### src/rtl/aclink_pkg.sv
package aclink_pkg;
  localparam int TAG_BITS   = 16;
  localparam int SLOT_BITS  = 20;
  localparam int NUM_SLOTS  = 12;
  localparam int SLOT_W     = $clog2(NUM_SLOTS + 1);
  localparam int BIT_W      = $clog2(SLOT_BITS);
  localparam int IDX_W      = 7;
  localparam int DATA_W     = 16;
  localparam int FIRST_PCM  = 3;

  localparam logic [7:0] VENDOR_ID_HI = 8'h43;

  localparam int NUM_RW = 5;
  localparam logic [IDX_W-1:0]  RW_IDX  [NUM_RW] = '{7'h02, 7'h18, 7'h1A, 7'h20, 7'h26};
  localparam logic [DATA_W-1:0] RW_DEF  [NUM_RW] = '{16'h8000, 16'h8808, 16'h0000, 16'h0000, 16'h0000};
  localparam logic [DATA_W-1:0] RW_MASK [NUM_RW] = '{16'hBF3F, 16'h9F1F, 16'h0707, 16'h2380, 16'h7F00};
endpackage

### src/rtl/aclink_frame_timer.sv
module aclink_frame_timer
  import aclink_pkg::*;
(
  input  logic              bit_clk,
  input  logic              rst_n,
  input  logic              sync_i,
  input  logic              sdo_i,
  output logic              start_o,
  output logic              bit_vld_o,
  output logic              slot_last_o,
  output logic              sdo_bit_o,
  output logic [SLOT_W-1:0] slot_o,
  output logic [BIT_W-1:0]  bit_o
);
  logic              smp_sync_q, smp_sdo_q;
  logic              sync_d_q, act_q, act_n;
  logic [SLOT_W-1:0] slot_q, slot_n, cur_slot;
  logic [BIT_W-1:0]  bit_q, bit_n, cur_bit;
  logic              start, vld, last;

  // falling-edge capture of the controller's lines
  always_ff @(negedge bit_clk or negedge rst_n) begin
    if (!rst_n) begin
      smp_sync_q <= 1'b0;
      smp_sdo_q  <= 1'b0;
    end else begin
      smp_sync_q <= sync_i;
      smp_sdo_q  <= sdo_i;
    end
  end

  always_comb begin
    start    = smp_sync_q & ~sync_d_q;
    vld      = start | act_q;
    cur_slot = start ? '0 : slot_q;
    cur_bit  = start ? '0 : bit_q;
    last     = (cur_slot == '0) ? (cur_bit == BIT_W'(TAG_BITS - 1))
                                : (cur_bit == BIT_W'(SLOT_BITS - 1));
    act_n    = act_q;
    slot_n   = slot_q;
    bit_n    = bit_q;
    if (vld) begin
      if (last) begin
        bit_n = '0;
        if (cur_slot == SLOT_W'(NUM_SLOTS)) begin
          act_n  = 1'b0;
          slot_n = '0;
        end else begin
          act_n  = 1'b1;
          slot_n = cur_slot + 1'b1;
        end
      end else begin
        act_n  = 1'b1;
        slot_n = cur_slot;
        bit_n  = cur_bit + 1'b1;
      end
    end
  end

  always_ff @(posedge bit_clk or negedge rst_n) begin
    if (!rst_n) begin
      sync_d_q <= 1'b0;
      act_q    <= 1'b0;
      slot_q   <= '0;
      bit_q    <= '0;
    end else begin
      sync_d_q <= smp_sync_q;
      act_q    <= act_n;
      slot_q   <= slot_n;
      bit_q    <= bit_n;
    end
  end

  assign start_o     = start;
  assign bit_vld_o   = vld;
  assign slot_last_o = vld & last;
  assign sdo_bit_o   = smp_sdo_q;
  assign slot_o      = cur_slot;
  assign bit_o       = cur_bit;

  assert_frame_bounds_R1: assert property (@(posedge bit_clk) disable iff (!rst_n)
    (slot_q <= SLOT_W'(NUM_SLOTS)) && (bit_q <= BIT_W'(SLOT_BITS - 1)));
endmodule

### src/rtl/aclink_rx_decoder.sv
module aclink_rx_decoder
  import aclink_pkg::*;
(
  input  logic                 bit_clk,
  input  logic                 rst_n,
  input  logic                 start_i,
  input  logic                 bit_vld_i,
  input  logic                 slot_last_i,
  input  logic                 sdo_bit_i,
  input  logic [SLOT_W-1:0]    slot_i,
  output logic                 wr_en_o,
  output logic [IDX_W-1:0]     wr_idx_o,
  output logic [DATA_W-1:0]    wr_data_o,
  output logic                 rd_req_o,
  output logic [IDX_W-1:0]     rd_idx_o,
  output logic [SLOT_BITS-1:0] pcm_data_o,
  output logic [SLOT_W-1:0]    pcm_slot_o,
  output logic                 pcm_vld_o
);
  logic [SLOT_BITS-1:0] shift_q, word;
  logic [TAG_BITS-1:0]  tag_q;
  logic                 cmd_ok_q, cmd_rd_q;
  logic [IDX_W-1:0]     cmd_idx_q;
  logic                 at_tag, at_cmd, at_data, at_pcm;

  always_comb begin
    word    = {shift_q[SLOT_BITS-2:0], sdo_bit_i};
    at_tag  = slot_last_i && (slot_i == SLOT_W'(0));
    at_cmd  = slot_last_i && (slot_i == SLOT_W'(1));
    at_data = slot_last_i && (slot_i == SLOT_W'(2));
    at_pcm  = slot_last_i && (slot_i >= SLOT_W'(FIRST_PCM));
  end

  always_ff @(posedge bit_clk or negedge rst_n) begin
    if (!rst_n) begin
      shift_q    <= '0;
      tag_q      <= '0;
      cmd_ok_q   <= 1'b0;
      cmd_rd_q   <= 1'b0;
      cmd_idx_q  <= '0;
      wr_en_o    <= 1'b0;
      wr_idx_o   <= '0;
      wr_data_o  <= '0;
      rd_req_o   <= 1'b0;
      rd_idx_o   <= '0;
      pcm_data_o <= '0;
      pcm_slot_o <= '0;
      pcm_vld_o  <= 1'b0;
    end else begin
      wr_en_o   <= 1'b0;
      pcm_vld_o <= 1'b0;
      if (bit_vld_i) shift_q <= word;
      if (start_i) rd_req_o <= 1'b0;
      if (at_tag) tag_q <= word[TAG_BITS-1:0];
      if (at_cmd) begin
        cmd_ok_q  <= tag_q[15] & tag_q[14];
        cmd_rd_q  <= word[19];
        cmd_idx_q <= word[18:12];
        if (tag_q[15] && tag_q[14] && word[19]) begin
          rd_req_o <= 1'b1;
          rd_idx_o <= word[18:12];
        end
      end
      if (at_data) begin
        wr_en_o   <= cmd_ok_q & ~cmd_rd_q & tag_q[13];
        wr_idx_o  <= cmd_idx_q;
        wr_data_o <= word[19:4];
      end
      if (at_pcm) begin
        pcm_vld_o  <= tag_q[4'(4'd15 - slot_i)];
        pcm_slot_o <= slot_i;
        pcm_data_o <= word;
      end
    end
  end

  assert_pcm_slot_range_R9: assert property (@(posedge bit_clk) disable iff (!rst_n)
    pcm_vld_o |-> (pcm_slot_o >= SLOT_W'(FIRST_PCM)) && (pcm_slot_o <= SLOT_W'(NUM_SLOTS)));
endmodule

### src/rtl/aclink_regfile.sv
module aclink_regfile
  import aclink_pkg::*;
#(
  parameter logic [DATA_W-1:0] CAP_VAL   = 16'h0D40,
  parameter logic [7:0]        VENDOR_LO = 8'h59
) (
  input  logic              bit_clk,
  input  logic              rst_n,
  input  logic              wr_en_i,
  input  logic [IDX_W-1:0]  wr_idx_i,
  input  logic [DATA_W-1:0] wr_data_i,
  input  logic [IDX_W-1:0]  rd_idx_i,
  output logic [DATA_W-1:0] rd_data_o
);
  localparam logic [IDX_W-1:0] CAP_IDX    = 7'h00;
  localparam logic [IDX_W-1:0] VENDOR_IDX = 7'h7C;

  logic                          soft_rst;
  logic [NUM_RW-1:0][DATA_W-1:0] store;

  assign soft_rst = wr_en_i && (wr_idx_i == CAP_IDX);

  for (genvar g = 0; g < NUM_RW; g++) begin : g_reg
    logic [DATA_W-1:0] val_q, val_n;
    always_comb begin
      val_n = val_q;
      if (soft_rst)
        val_n = RW_DEF[g];
      else if (wr_en_i && (wr_idx_i == RW_IDX[g]))
        val_n = (wr_data_i & RW_MASK[g]) | (RW_DEF[g] & ~RW_MASK[g]);
    end
    always_ff @(posedge bit_clk or negedge rst_n) begin
      if (!rst_n) val_q <= RW_DEF[g];
      else        val_q <= val_n;
    end
    assign store[g] = val_q;

    assert_soft_reset_R7: assert property (@(posedge bit_clk) disable iff (!rst_n)
      soft_rst |=> (val_q == RW_DEF[g]));
  end

  always_comb begin
    rd_data_o = '0;
    if (rd_idx_i == CAP_IDX)    rd_data_o = CAP_VAL;
    if (rd_idx_i == VENDOR_IDX) rd_data_o = {VENDOR_ID_HI, VENDOR_LO};
    for (int i = 0; i < NUM_RW; i++)
      if (rd_idx_i == RW_IDX[i]) rd_data_o = store[i];
  end

  assert_odd_write_ignored_R8: assert property (@(posedge bit_clk) disable iff (!rst_n)
    (wr_en_i && wr_idx_i[0]) |=> (store == $past(store)));
endmodule

### src/rtl/aclink_tx_framer.sv
module aclink_tx_framer
  import aclink_pkg::*;
(
  input  logic                 bit_clk,
  input  logic                 rst_n,
  input  logic                 start_i,
  input  logic                 bit_vld_i,
  input  logic [SLOT_W-1:0]    slot_i,
  input  logic [BIT_W-1:0]     bit_i,
  input  logic                 ready_i,
  input  logic                 rsp_vld_i,
  input  logic [IDX_W-1:0]     rsp_idx_i,
  input  logic [DATA_W-1:0]    rsp_data_i,
  input  logic                 pcm_vld_i,
  input  logic [SLOT_BITS-1:0] pcm_l_i,
  input  logic [SLOT_BITS-1:0] pcm_r_i,
  output logic                 sdi_o
);
  localparam int PAD_TAG = SLOT_BITS - TAG_BITS;
  localparam int PAD_CMD = SLOT_BITS - 1 - IDX_W;
  localparam int PAD_DAT = SLOT_BITS - DATA_W;

  logic [TAG_BITS-1:0]  tag_q, tag_n, tag_w;
  logic [SLOT_BITS-1:0] s1_q, s1_n, s1_w, s2_q, s2_n, s2_w;
  logic [SLOT_BITS-1:0] l_q, l_n, l_w, r_q, r_n, r_w, cur_word;
  logic                 sdi_n;

  always_comb begin
    tag_n = {ready_i, rsp_vld_i, rsp_vld_i, pcm_vld_i, pcm_vld_i, 11'b0};
    s1_n  = rsp_vld_i ? {1'b0, rsp_idx_i, {PAD_CMD{1'b0}}} : '0;
    s2_n  = rsp_vld_i ? {rsp_data_i, {PAD_DAT{1'b0}}} : '0;
    l_n   = pcm_vld_i ? pcm_l_i : '0;
    r_n   = pcm_vld_i ? pcm_r_i : '0;
    tag_w = start_i ? tag_n : tag_q;
    s1_w  = start_i ? s1_n  : s1_q;
    s2_w  = start_i ? s2_n  : s2_q;
    l_w   = start_i ? l_n   : l_q;
    r_w   = start_i ? r_n   : r_q;
    case (slot_i)
      SLOT_W'(0): cur_word = {tag_w, {PAD_TAG{1'b0}}};
      SLOT_W'(1): cur_word = s1_w;
      SLOT_W'(2): cur_word = s2_w;
      SLOT_W'(3): cur_word = l_w;
      SLOT_W'(4): cur_word = r_w;
      default:    cur_word = '0;
    endcase
    sdi_n = bit_vld_i ? cur_word[BIT_W'(SLOT_BITS - 1) - bit_i] : 1'b0;
  end

  always_ff @(posedge bit_clk or negedge rst_n) begin
    if (!rst_n) begin
      tag_q <= '0;
      s1_q  <= '0;
      s2_q  <= '0;
      l_q   <= '0;
      r_q   <= '0;
      sdi_o <= 1'b0;
    end else begin
      if (start_i) begin
        tag_q <= tag_n;
        s1_q  <= s1_n;
        s2_q  <= s2_n;
        l_q   <= l_n;
        r_q   <= r_n;
      end
      sdi_o <= sdi_n;
    end
  end

  assert_ready_leads_frame_R2: assert property (@(posedge bit_clk) disable iff (!rst_n)
    start_i |=> (sdi_o == $past(ready_i)));
endmodule

### src/rtl/aclink_codec_port.sv
module aclink_codec_port
  import aclink_pkg::*;
#(
  parameter logic [DATA_W-1:0] CAP_VAL   = 16'h0D40,
  parameter logic [7:0]        VENDOR_LO = 8'h59
) (
  input  logic                 bit_clk,
  input  logic                 rst_n,
  input  logic                 sync,
  input  logic                 sdata_out,
  output logic                 sdata_in,
  output logic [SLOT_BITS-1:0] rx_pcm_data,
  output logic [SLOT_W-1:0]    rx_pcm_slot,
  output logic                 rx_pcm_valid,
  input  logic [SLOT_BITS-1:0] tx_pcm_left,
  input  logic [SLOT_BITS-1:0] tx_pcm_right,
  input  logic                 tx_pcm_valid
);
  logic [1:0]        rst_pipe_q;
  logic              core_rst_n, ready_q;
  logic              start, bit_vld, slot_last, sdo_bit;
  logic [SLOT_W-1:0] slot;
  logic [BIT_W-1:0]  bitpos;
  logic              wr_en, rd_req;
  logic [IDX_W-1:0]  wr_idx, rd_idx;
  logic [DATA_W-1:0] wr_data, rd_data;

  // asynchronous assertion, synchronous release
  always_ff @(posedge bit_clk or negedge rst_n) begin
    if (!rst_n) rst_pipe_q <= '0;
    else        rst_pipe_q <= {rst_pipe_q[0], 1'b1};
  end
  assign core_rst_n = rst_pipe_q[1];

  always_ff @(posedge bit_clk or negedge core_rst_n) begin
    if (!core_rst_n) ready_q <= 1'b0;
    else             ready_q <= 1'b1;
  end

  aclink_frame_timer u_timer (
    .bit_clk(bit_clk), .rst_n(core_rst_n), .sync_i(sync), .sdo_i(sdata_out),
    .start_o(start), .bit_vld_o(bit_vld), .slot_last_o(slot_last),
    .sdo_bit_o(sdo_bit), .slot_o(slot), .bit_o(bitpos)
  );

  aclink_rx_decoder u_rx (
    .bit_clk(bit_clk), .rst_n(core_rst_n), .start_i(start), .bit_vld_i(bit_vld),
    .slot_last_i(slot_last), .sdo_bit_i(sdo_bit), .slot_i(slot),
    .wr_en_o(wr_en), .wr_idx_o(wr_idx), .wr_data_o(wr_data),
    .rd_req_o(rd_req), .rd_idx_o(rd_idx),
    .pcm_data_o(rx_pcm_data), .pcm_slot_o(rx_pcm_slot), .pcm_vld_o(rx_pcm_valid)
  );

  aclink_regfile #(.CAP_VAL(CAP_VAL), .VENDOR_LO(VENDOR_LO)) u_regs (
    .bit_clk(bit_clk), .rst_n(core_rst_n), .wr_en_i(wr_en), .wr_idx_i(wr_idx),
    .wr_data_i(wr_data), .rd_idx_i(rd_idx), .rd_data_o(rd_data)
  );

  aclink_tx_framer u_tx (
    .bit_clk(bit_clk), .rst_n(core_rst_n), .start_i(start), .bit_vld_i(bit_vld),
    .slot_i(slot), .bit_i(bitpos), .ready_i(ready_q),
    .rsp_vld_i(rd_req), .rsp_idx_i(rd_idx), .rsp_data_i(rd_data),
    .pcm_vld_i(tx_pcm_valid), .pcm_l_i(tx_pcm_left), .pcm_r_i(tx_pcm_right),
    .sdi_o(sdata_in)
  );
endmodule

### config.mk
export PLATFORM = sky130hd
export DESIGN_NAME = aclink_codec_port
export DESIGN_NICKNAME = d
export VERILOG_FILES = /design/src/rtl/aclink_pkg.sv /design/src/rtl/aclink_frame_timer.sv /design/src/rtl/aclink_rx_decoder.sv /design/src/rtl/aclink_regfile.sv /design/src/rtl/aclink_tx_framer.sv /design/src/rtl/aclink_codec_port.sv
export SDC_FILE = /design/constraint.sdc
export NUM_CORES = 1
export LEC_CHECK = 0
export BUFFER_PORTS_ARGS = -buffer_cell sky130_fd_sc_hd__buf_2
export CAP_MARGIN = 20
export CORE_AREA = 4 4 165 167
export DETAILED_ROUTE_END_ITERATION = 10
export DIE_AREA = 0 0 169 171
export PLACE_DENSITY = 0.6
export REMOVE_ABC_BUFFERS = 1
export SETUP_SLACK_MARGIN = 0.05
export SLEW_MARGIN = 15
export SYNTH_ARGS = -nofsm -noshare
export SYNTH_HDL_FRONTEND = slang
export SYNTH_SLANG_ARGS = --single-unit
### constraint.sdc
create_clock -name bit_clk -period 22.6 [get_ports bit_clk]
set_input_delay 4.52 -clock bit_clk [delete_from_list [all_inputs] [get_ports bit_clk]]
set_output_delay 4.52 -clock bit_clk [all_outputs]
set_load 0.01 [all_outputs]
# Word level (Yosys, flattened, before mapping)
# Cells that the tools add are included.
[classes] add_sub_neg=4 order_cmp=3 eq_ne=18 n_mul=0 div=0 n_shift=0 muxes=45 n_reduce_logical=21 bitwise_logic=8
[ops] op="$mux W16" count=17
[ops] op="$mux W20" count=7
[ops] op="$pmux W20 S5" count=1
[ops] op="$eq A7 B5 Y1 const B" count=4
[ops] op="$eq A7 B6 Y1 const B" count=4
[ops] op="$mux W19" count=1
[ops] op="$eq A7 B2 Y1 const B" count=2
[ops] op="$logic_not A7 Y1" count=2
[ops] op="$logic_and A1 B1 Y1" count=12
[ops] op="$mux W12" count=1
[ops] op="$mux W4" count=3
[ops] op="$mux W1" count=11
[ops] op="$mux W5" count=2
[ops] op="$reduce_bool A2 Y1" count=5
[ops] op="$eq A4 B2 Y1 const B" count=2
[ops] op="$eq A7 B7 Y1 const B" count=1
[ops] op="$lt A5 B6 Y1 const B" count=1
[ops] op="$add A5 B1 Y5 const B" count=1
[ops] op="$and A1 B1 Y1" count=5
[ops] op="$bmux W1 S5" count=1
[ops] op="$eq A5 B4 Y1 const B" count=1
[ops] op="$eq A5 B5 Y1 const B" count=1
[ops] op="$lt A4 B5 Y1 const B" count=1
[ops] op="$sub A5 B5 Y5 const A" count=1
[ops] op="other kinds (11)" count=12
[totals] mem_bits_rw=0 latchBits=0 memories=0 input_bits=45 romBits=0 reg_bits=294 elab_cells=131 output_inout_bits=26

# Logic depth before layout (Yosys ltp)
# Gate-level depths: netlist (run 1).
[logic_depth] word_depth=14 depth_mapped=18 ltp_nobuf=12

# Modules after synthesis
# From an unflattened synthesis (run 1), not the netlist that was laid out.
[unflattened] cells_unflattened=921 hier_area_um2=11254.5
[modules_own_cells] module="aclink_tx_framer" seq_area_each_um2=2427.3 cells_each=375 n_inst=1 area_per_inst_um2=4330.4
[modules_own_cells] module="aclink_rx_decoder" seq_area_each_um2=2527.4 cells_each=249 n_inst=1 area_per_inst_um2=3956.3
[modules_own_cells] module="aclink_regfile" seq_area_each_um2=1031.0 cells_each=217 n_inst=1 area_per_inst_um2=2147.1
[modules_own_cells] module="aclink_frame_timer" seq_area_each_um2=325.3 cells_each=76 n_inst=1 area_per_inst_um2=742.0
[modules_own_cells] module="aclink_codec_port" seq_area_each_um2=75.1 cells_each=4 n_inst=1 area_per_inst_um2=78.8

==> results of run 1 <==
[where the power goes]
| part | leakage, nW | switching, mW | internal, mW |
|---|---|---|---|
| Sequential | 3.41 | 0.0240 | 0.481 |
| Clock | 0.444 | 0.180 | 0.260 |
| Combinational | 2.75 | 0.0614 | 0.0429 |
| Total | 6.61 | 0.265 | 0.783 |
[logic make-up after synthesis]
kind of cell / synth area share, %
buffers and inverters: 3.76
AO/OA/AOI/OAI: 10.7
other: 0.0329
AND/OR/NAND/NOR: 18.7
multiplexers: 9.93
flip-flops: 55.8
XOR/XNOR: 0.154
adder cells (fa/ha/maj): 0.878
[registers in the layout, summed over array words and instances, names as in the netlist, 16 cells and up]
name / count
u_regs.g.val_q: 41
u_rx.pcm_data_o: 20
u_tx.l_q: 20
u_tx.r_q: 20
u_tx.s1_q: 20
u_tx.s2_q: 20
u_rx.shift_q: 19
u_rx.tag_q: 16
u_tx.tag_q: 16
[path summary, 6_finish.rpt]
| path | start | endpoint | slack, ns | cells after the start |
|---|---|---|---|---|
| worst min register to register | rst_pipe_q[1]$_DFF_PN0_ | u_rx.pcm_data_o[6]$_DFFE_PN0P_ | 0.35 | 0 |
| worst min-delay path | rst_pipe_q[1]$_DFF_PN0_ | u_rx.pcm_data_o[6]$_DFFE_PN0P_ | 0.35 | 0 |
| worst max-delay path | u_timer.smp_sync_q$_DFF_NN0_ | u_rx.rd_idx_o[4]$_DFFE_PN0P_ | 6.56 | 9 |
| worst max register to register | u_timer.smp_sync_q$_DFF_NN0_ | u_rx.rd_idx_o[4]$_DFFE_PN0P_ | 6.56 | 9 |
| max in group asynchronous | rst_pipe_q[1]$_DFF_PN0_ | u_timer.sdo_bit_o$_DFF_NN0_ | 9.85 | 1 |
| min in group bit_clk | rst_pipe_q[0]$_DFF_PN0_ | rst_pipe_q[1]$_DFF_PN0_ | 0.35 | 0 |
[metrics by stage]
| stage | instance area [um2] | hold slack, ns | instances | worst slack, ns | util, % |
|---|---|---|---|---|---|
| 2_1_floorplan | 11100 | 0.331 | 1051 | 3.93 | - |
| 3_3_place_gp | 12000 | 0.336 | 1467 | 6.53 | 46.4 |
| 3_5_place_dp | 12000 | 0.339 | 1467 | 6.53 | 46.4 |
| 4_1_cts | 12800 | 0.357 | 1518 | 6.55 | 49.9 |
| 5_1_grt | 12900 | 0.366 | 1520 | 6.20 | 50.0 |
| 6_report | 12900 | 0.352 | 1520 | 6.56 | 50.0 |
[layout make-up]
cell class	count	area, um2
multi-input cells	771	4640
flip-flops and latches	254	6360
inverters	26	97.6
fillers	2393	12900
repair buffers	83	459
well taps	335	419
clock buffers	43	817
clock inverters	8	80.1
[routing by layer]
| layer | track usage [%] | up-vias | part of all wire (%) |
|---|---|---|---|
| li1 | - | 3936 | - |
| met5 | 0 | - | 0 |
| met1 | 28.5 | 4085 | 47 |
| met3 | 2.54 | 54 | 4.3 |
| met4 | 4.97 | 0 | 2.5 |
| met2 | 32.2 | 180 | 46 |
[placed cells by master (no fill, tap or decap), drive strengths merged, types with 9 or more instances in the layout]
cell    instances
clkbuf         43
nor3           11
and3            9
buf            83
a22o            9
mux2           55
nand3          46
a21oi          32
a31oi          13
a22oi          14
nor2           58
inv            25
dfrtp         248
mux2i          49
o21ai          38
nand2         286
and2           32
==> results.ini, run 1 <==
[outcome]
status=finished, final reports clean

[critical_path]
crit_path_end_kind=flip-flop
worstPathArrival_ns=16.47
crit_path_max_fanout=58
crit_path_start_kind=flip-flop
cpMaxStageDelayCell=o31ai_2
cp_common_cell=nand2_1
critPathMaxStageDelay_ns=0.78
path_class=flip-flop to flip-flop
crit_required_ns=23.03
crit_family=simple AND/OR/NAND/NOR gates
cp_cell_sequence=nand2b_4 -> nand2_1 -> ha_1 -> o21a_1 -> o31ai_2 -> nand2_1 -> nor2_1 -> and4_1 -> mux2_2
crit_buf_inv=0

[flow_run]
cap_viol_max_count=0

[synthesis]
synth_edf_count=0
ys_async_sr_fraction_pct=100
yosys_warnings=0
yosysTopAreaCellShare_pct=54.4
synth.most_common_cell=nand2_1
ys.flop_type=dfrtp_1
ys_ff_latch=254
synth_top_area_cell=dfrtp_1
syn_area_per_cell_um2=10.2
netlist_top_cells_count=286 x nand2_1, 248 x dfrtp_1, 58 x nor2_1
ys_seq_area_share_pct=55.8
yosys-top-cells-area=dfrtp_1 54%, nand2_1 9.4%, mux2_2 5.3%
synthCells=1123
ys_types=75
syn_area_mm2=0.0114

[finish]
antenna_cells=0
drive_gt1_share_pct=17.1
area_growth_syn_to_layout_pct=12.9
fin_nets=1217

[routing]
first_pass_iters=5
drtAntennaViolNets=0
route.final.wire_length_um=28600
wire_per_inst_um=18.8
vias=8255
dr.first_iter.drc_count=558
drc=0
via_per_inst=5.43

[clock_tree]
clock_sinks=254
cts.repair.resized=0
clock_tree.htree_level_count=1
clock-root-buffer=clkbuf_16
clk_pin_slew_ns=0.06
clk_latency_ns=0.54
post_cts_buffers=0
cts_made_buffers=28
cts_tree=built
ctsHoldBuffers=0
ctsLongestPathBuffers=3

[sta]
drv_slew=0
setup_viol=0
max-slew-margin-rel_pct=32.7
fin_tns_setup_ns=0
rsz0062_at_grt=no
worst_clock_skew_ns=0.0158
hold_violations=0
worst_pin_slew_ns=1.01

[floorplan]
die_area_mm2=0.0289
die_h_um=171
die-width_um=169
rows=59
io_pins=71
core_mm2=0.0258
start_util_pct=44.2

[global_route]
grt_pass1_vias=8186
grt_max_degree=81
grt_pass1_wl_um=46500
antenna_found_initial=0
grtUsageTotal_pct=19.8
overflow=0

[worst_hold_path]
min_path_type=flip-flop to async pin

[place]
dp_hpwl_um=19400
portBuffers=70
routabilityCongestion=0.913

[power]
leakagePower_nw=6.61
p_total_mw=1.05
powerDensity_mw_per_mm2=81.4
ir_drop_mv=0.0503

Note: power is estimated with default switching activity, not from simulation.
==> run 2, diff against run 1 <==
- clock period: 22.6 -> 16.3 ns (I/O delays scaled with it)
==> run 2 against run 1 <==
- clock power grew 39%
- via count grew 0.58%
- worst setup slack lost 3.3 ns
==> results.ini, run 2 (synthesis gave the netlist of run 1 again) <==
[floorplan]
die-width_um=169  ; unchanged
rows=59  ; unchanged
core_mm2=0.0258  ; unchanged
die_area_mm2=0.0289  ; unchanged
start_util_pct=44.2  ; unchanged
io_pins=71  ; unchanged
die_h_um=171  ; unchanged

[clock_tree]
post_cts_buffers=0  ; unchanged
ctsHoldBuffers=0  ; unchanged
ctsLongestPathBuffers=3  ; unchanged
cts_made_buffers=27  ; -3.6%
clk_latency_ns=0.55  ; about the same
clock_tree.htree_level_count=1  ; unchanged
cts.repair.resized=0  ; unchanged
cts_tree=built
clk_pin_slew_ns=0.06  ; about the same
clock-root-buffer=clkbuf_16
clock_sinks=254  ; unchanged

[critical_path]
crit_required_ns=16.74  ; -6.29 ns
crit_path_start_kind=flip-flop
reg2reg_depth=9  ; unchanged
crit_buf_inv=0  ; unchanged
crit_path_max_fanout=72  ; +24%
cp_common_cell=nand2_1
critPathMaxStageDelay_ns=0.80  ; +0.02 ns
r2r-start=u_timer.smp_sync_q$_DFF_NN0_
crit_family=simple AND/OR/NAND/NOR gates
crit_path_end_kind=flip-flop
regToRegEndpoint=u_rx.rd_idx_o[0]$_DFFE_PN0P_
cpMaxStageDelayCell=o31ai_2
path_class=flip-flop to flip-flop
cp_cell_sequence=nand2b_4 -> nand2_1 -> ha_1 -> o21a_1 -> o31ai_2 -> nand2_1 -> nor2_1 -> and4_1 -> mux2_2
worstPathArrival_ns=13.46  ; -3.01 ns
r2r_setup_slack_ns=3.27  ; -3.28 ns

[finish]
largest_reg_flops=41  ; unchanged
final_common_cell=nand2_1
area_growth_syn_to_layout_pct=12.8
postLayoutCellArea_mm2=0.0129  ; -0.11%
register_area_mm2=0.00636  ; unchanged
largest_register=u_regs.g.val_q
antenna_cells=0  ; unchanged
fin_util_pct=49.9  ; -0.053 points
final_cell_mix=286 x nand2_1, 247 x dfrtp_1, 70 x buf_2
fin_nets=1216  ; -0.082%
drive_gt1_share_pct=17.0  ; -0.15 points
multiInputGateArea_mm2=0.00464  ; unchanged
nFillCells=2348  ; -1.9%

[sta]
max-slew-margin-rel_pct=38.9  ; +6.2 points
rsz0062_at_grt=no
worst_pin_slew_ns=0.913  ; -0.0961 ns
hold_violations=0  ; unchanged
fin_tns_setup_ns=0  ; unchanged
drv_slew=0  ; unchanged
worst_clock_skew_ns=0.0162  ; +0.000367 ns
setup_viol=0  ; unchanged

[routing]
wire_per_inst_um=18.9  ; +0.50%
first_pass_iters=5  ; unchanged
drtAntennaViolNets=0  ; unchanged
route.final.wire_length_um=28800  ; +0.44%
via_per_inst=5.47  ; +0.65%
vias=8303  ; +0.58%
dr.first_iter.drc_count=701  ; +26%
drc=0  ; unchanged

[flow_run]
cap_viol_max_count=0  ; unchanged

[global_route]
globalRouteMet3Util_pct=2.61  ; +0.069 points
use_met1_pct=29.1  ; +0.57 points
top_usage_layer=met2
grt_pass1_vias=8284  ; +1.2%
grt_max_degree=73  ; -9.9%
overflow=0  ; unchanged
grtUsageTotal_pct=20.1  ; +0.30 points
antenna_found_initial=0  ; unchanged
met2_usage_pct=32.3  ; +0.12 points
grt_pass1_wl_um=47200  ; +1.5%

[worst_hold_path]
worstHoldStart=rst_pipe_q[0]$_DFF_PN0_
min_delay_path_depth=0
hold_end=rst_pipe_q[1]$_DFF_PN0_
min_path_type=flip-flop to flip-flop

[place]
dp_hpwl_um=19500  ; +0.29%
portBuffers=70  ; unchanged
postPlaceCellArea_mm2=0.0120  ; unchanged
routabilityCongestion=0.913  ; about the same

[power]
powerDensity_mw_per_mm2=113  ; +39%
leakagePower_nw=6.60  ; about the same
p_total_mw=1.45  ; +39%
ir_drop_mv=0.0907  ; +80%

[outcome]
status=finished, final reports clean

## run 2: cell types whose count changed in the layout (fill, tap and decap cells not counted), sizes merged
| cell | change |
|---|---|
| bufinv | +1 |
| inv | +1 |
| clkbuf | -1 |
| clkinv | -2 |
## run 2: final cells by class
class	instances	share of cell area, %
Sequential cell	254	49.5
Multi-Input combinational cell	771	36.1
Clock buffer	42	6.08
Timing Repair Buffer	83	3.54
Tap cell	335	3.26
Clock inverter	8	0.817
Inverter	26	0.759
## run 2: how the worst max path moves through the flow
stage	from	endpoint	slack, ns	cells past startpoint
after floorplan	rst_pipe_q[1]$_DFF_PN0_	u_timer.sdo_bit_o$_DFF_NN0_	0.78	0
after global placement	u_timer.smp_sync_q$_DFF_NN0_	u_rx.rd_idx_o[0]$_DFFE_PN0P_	3.42	9
after detailed placement	u_timer.smp_sync_q$_DFF_NN0_	u_rx.rd_idx_o[2]$_DFFE_PN0P_	3.25	9
after CTS	u_timer.smp_sync_q$_DFF_NN0_	u_rx.rd_idx_o[0]$_DFFE_PN0P_	3.26	9
after global routing	u_timer.smp_sync_q$_DFF_NN0_	u_rx.rd_idx_o[3]$_DFFE_PN0P_	2.88	9
final	u_timer.smp_sync_q$_DFF_NN0_	u_rx.rd_idx_o[0]$_DFFE_PN0P_	3.27	9
## run 2: routing by layer
metal	vias to the layer above	wire length (um)
li1	3953	-
met1	4057	13300
met2	241	13300
met3	52	1400
met4	0	733
met5	-	0
## run 2: report_power, final
part           internal (mW)  switching [mW]
clock network          0.362           0.249
registers              0.666          0.0344
logic                 0.0594          0.0834
## run 2: worst register-to-register path, delay by kind of cell, from the launching register on
| family | cells | cell delay (ns) |
|---|---|---|
| AND/OR/NAND/NOR | 5 | 2.50 |
| multiplexers | 1 | 0.38 |
| flip-flops | 1 | 0.39 |
| AO/OA/AOI/OAI | 2 | 1.09 |
| adder cells (fa/ha/maj) | 1 | 0.41 |
## run 2: per-stage QoR
step	std cells	setup WS, ns	hold slack (ns)
floorplan	1051	0.782	0.331
detailed placement	1467	3.25	0.343
global route	1519	2.88	0.369
CTS	1517	3.26	0.357
global placement	1467	3.42	0.334
finish	1519	3.27	0.355
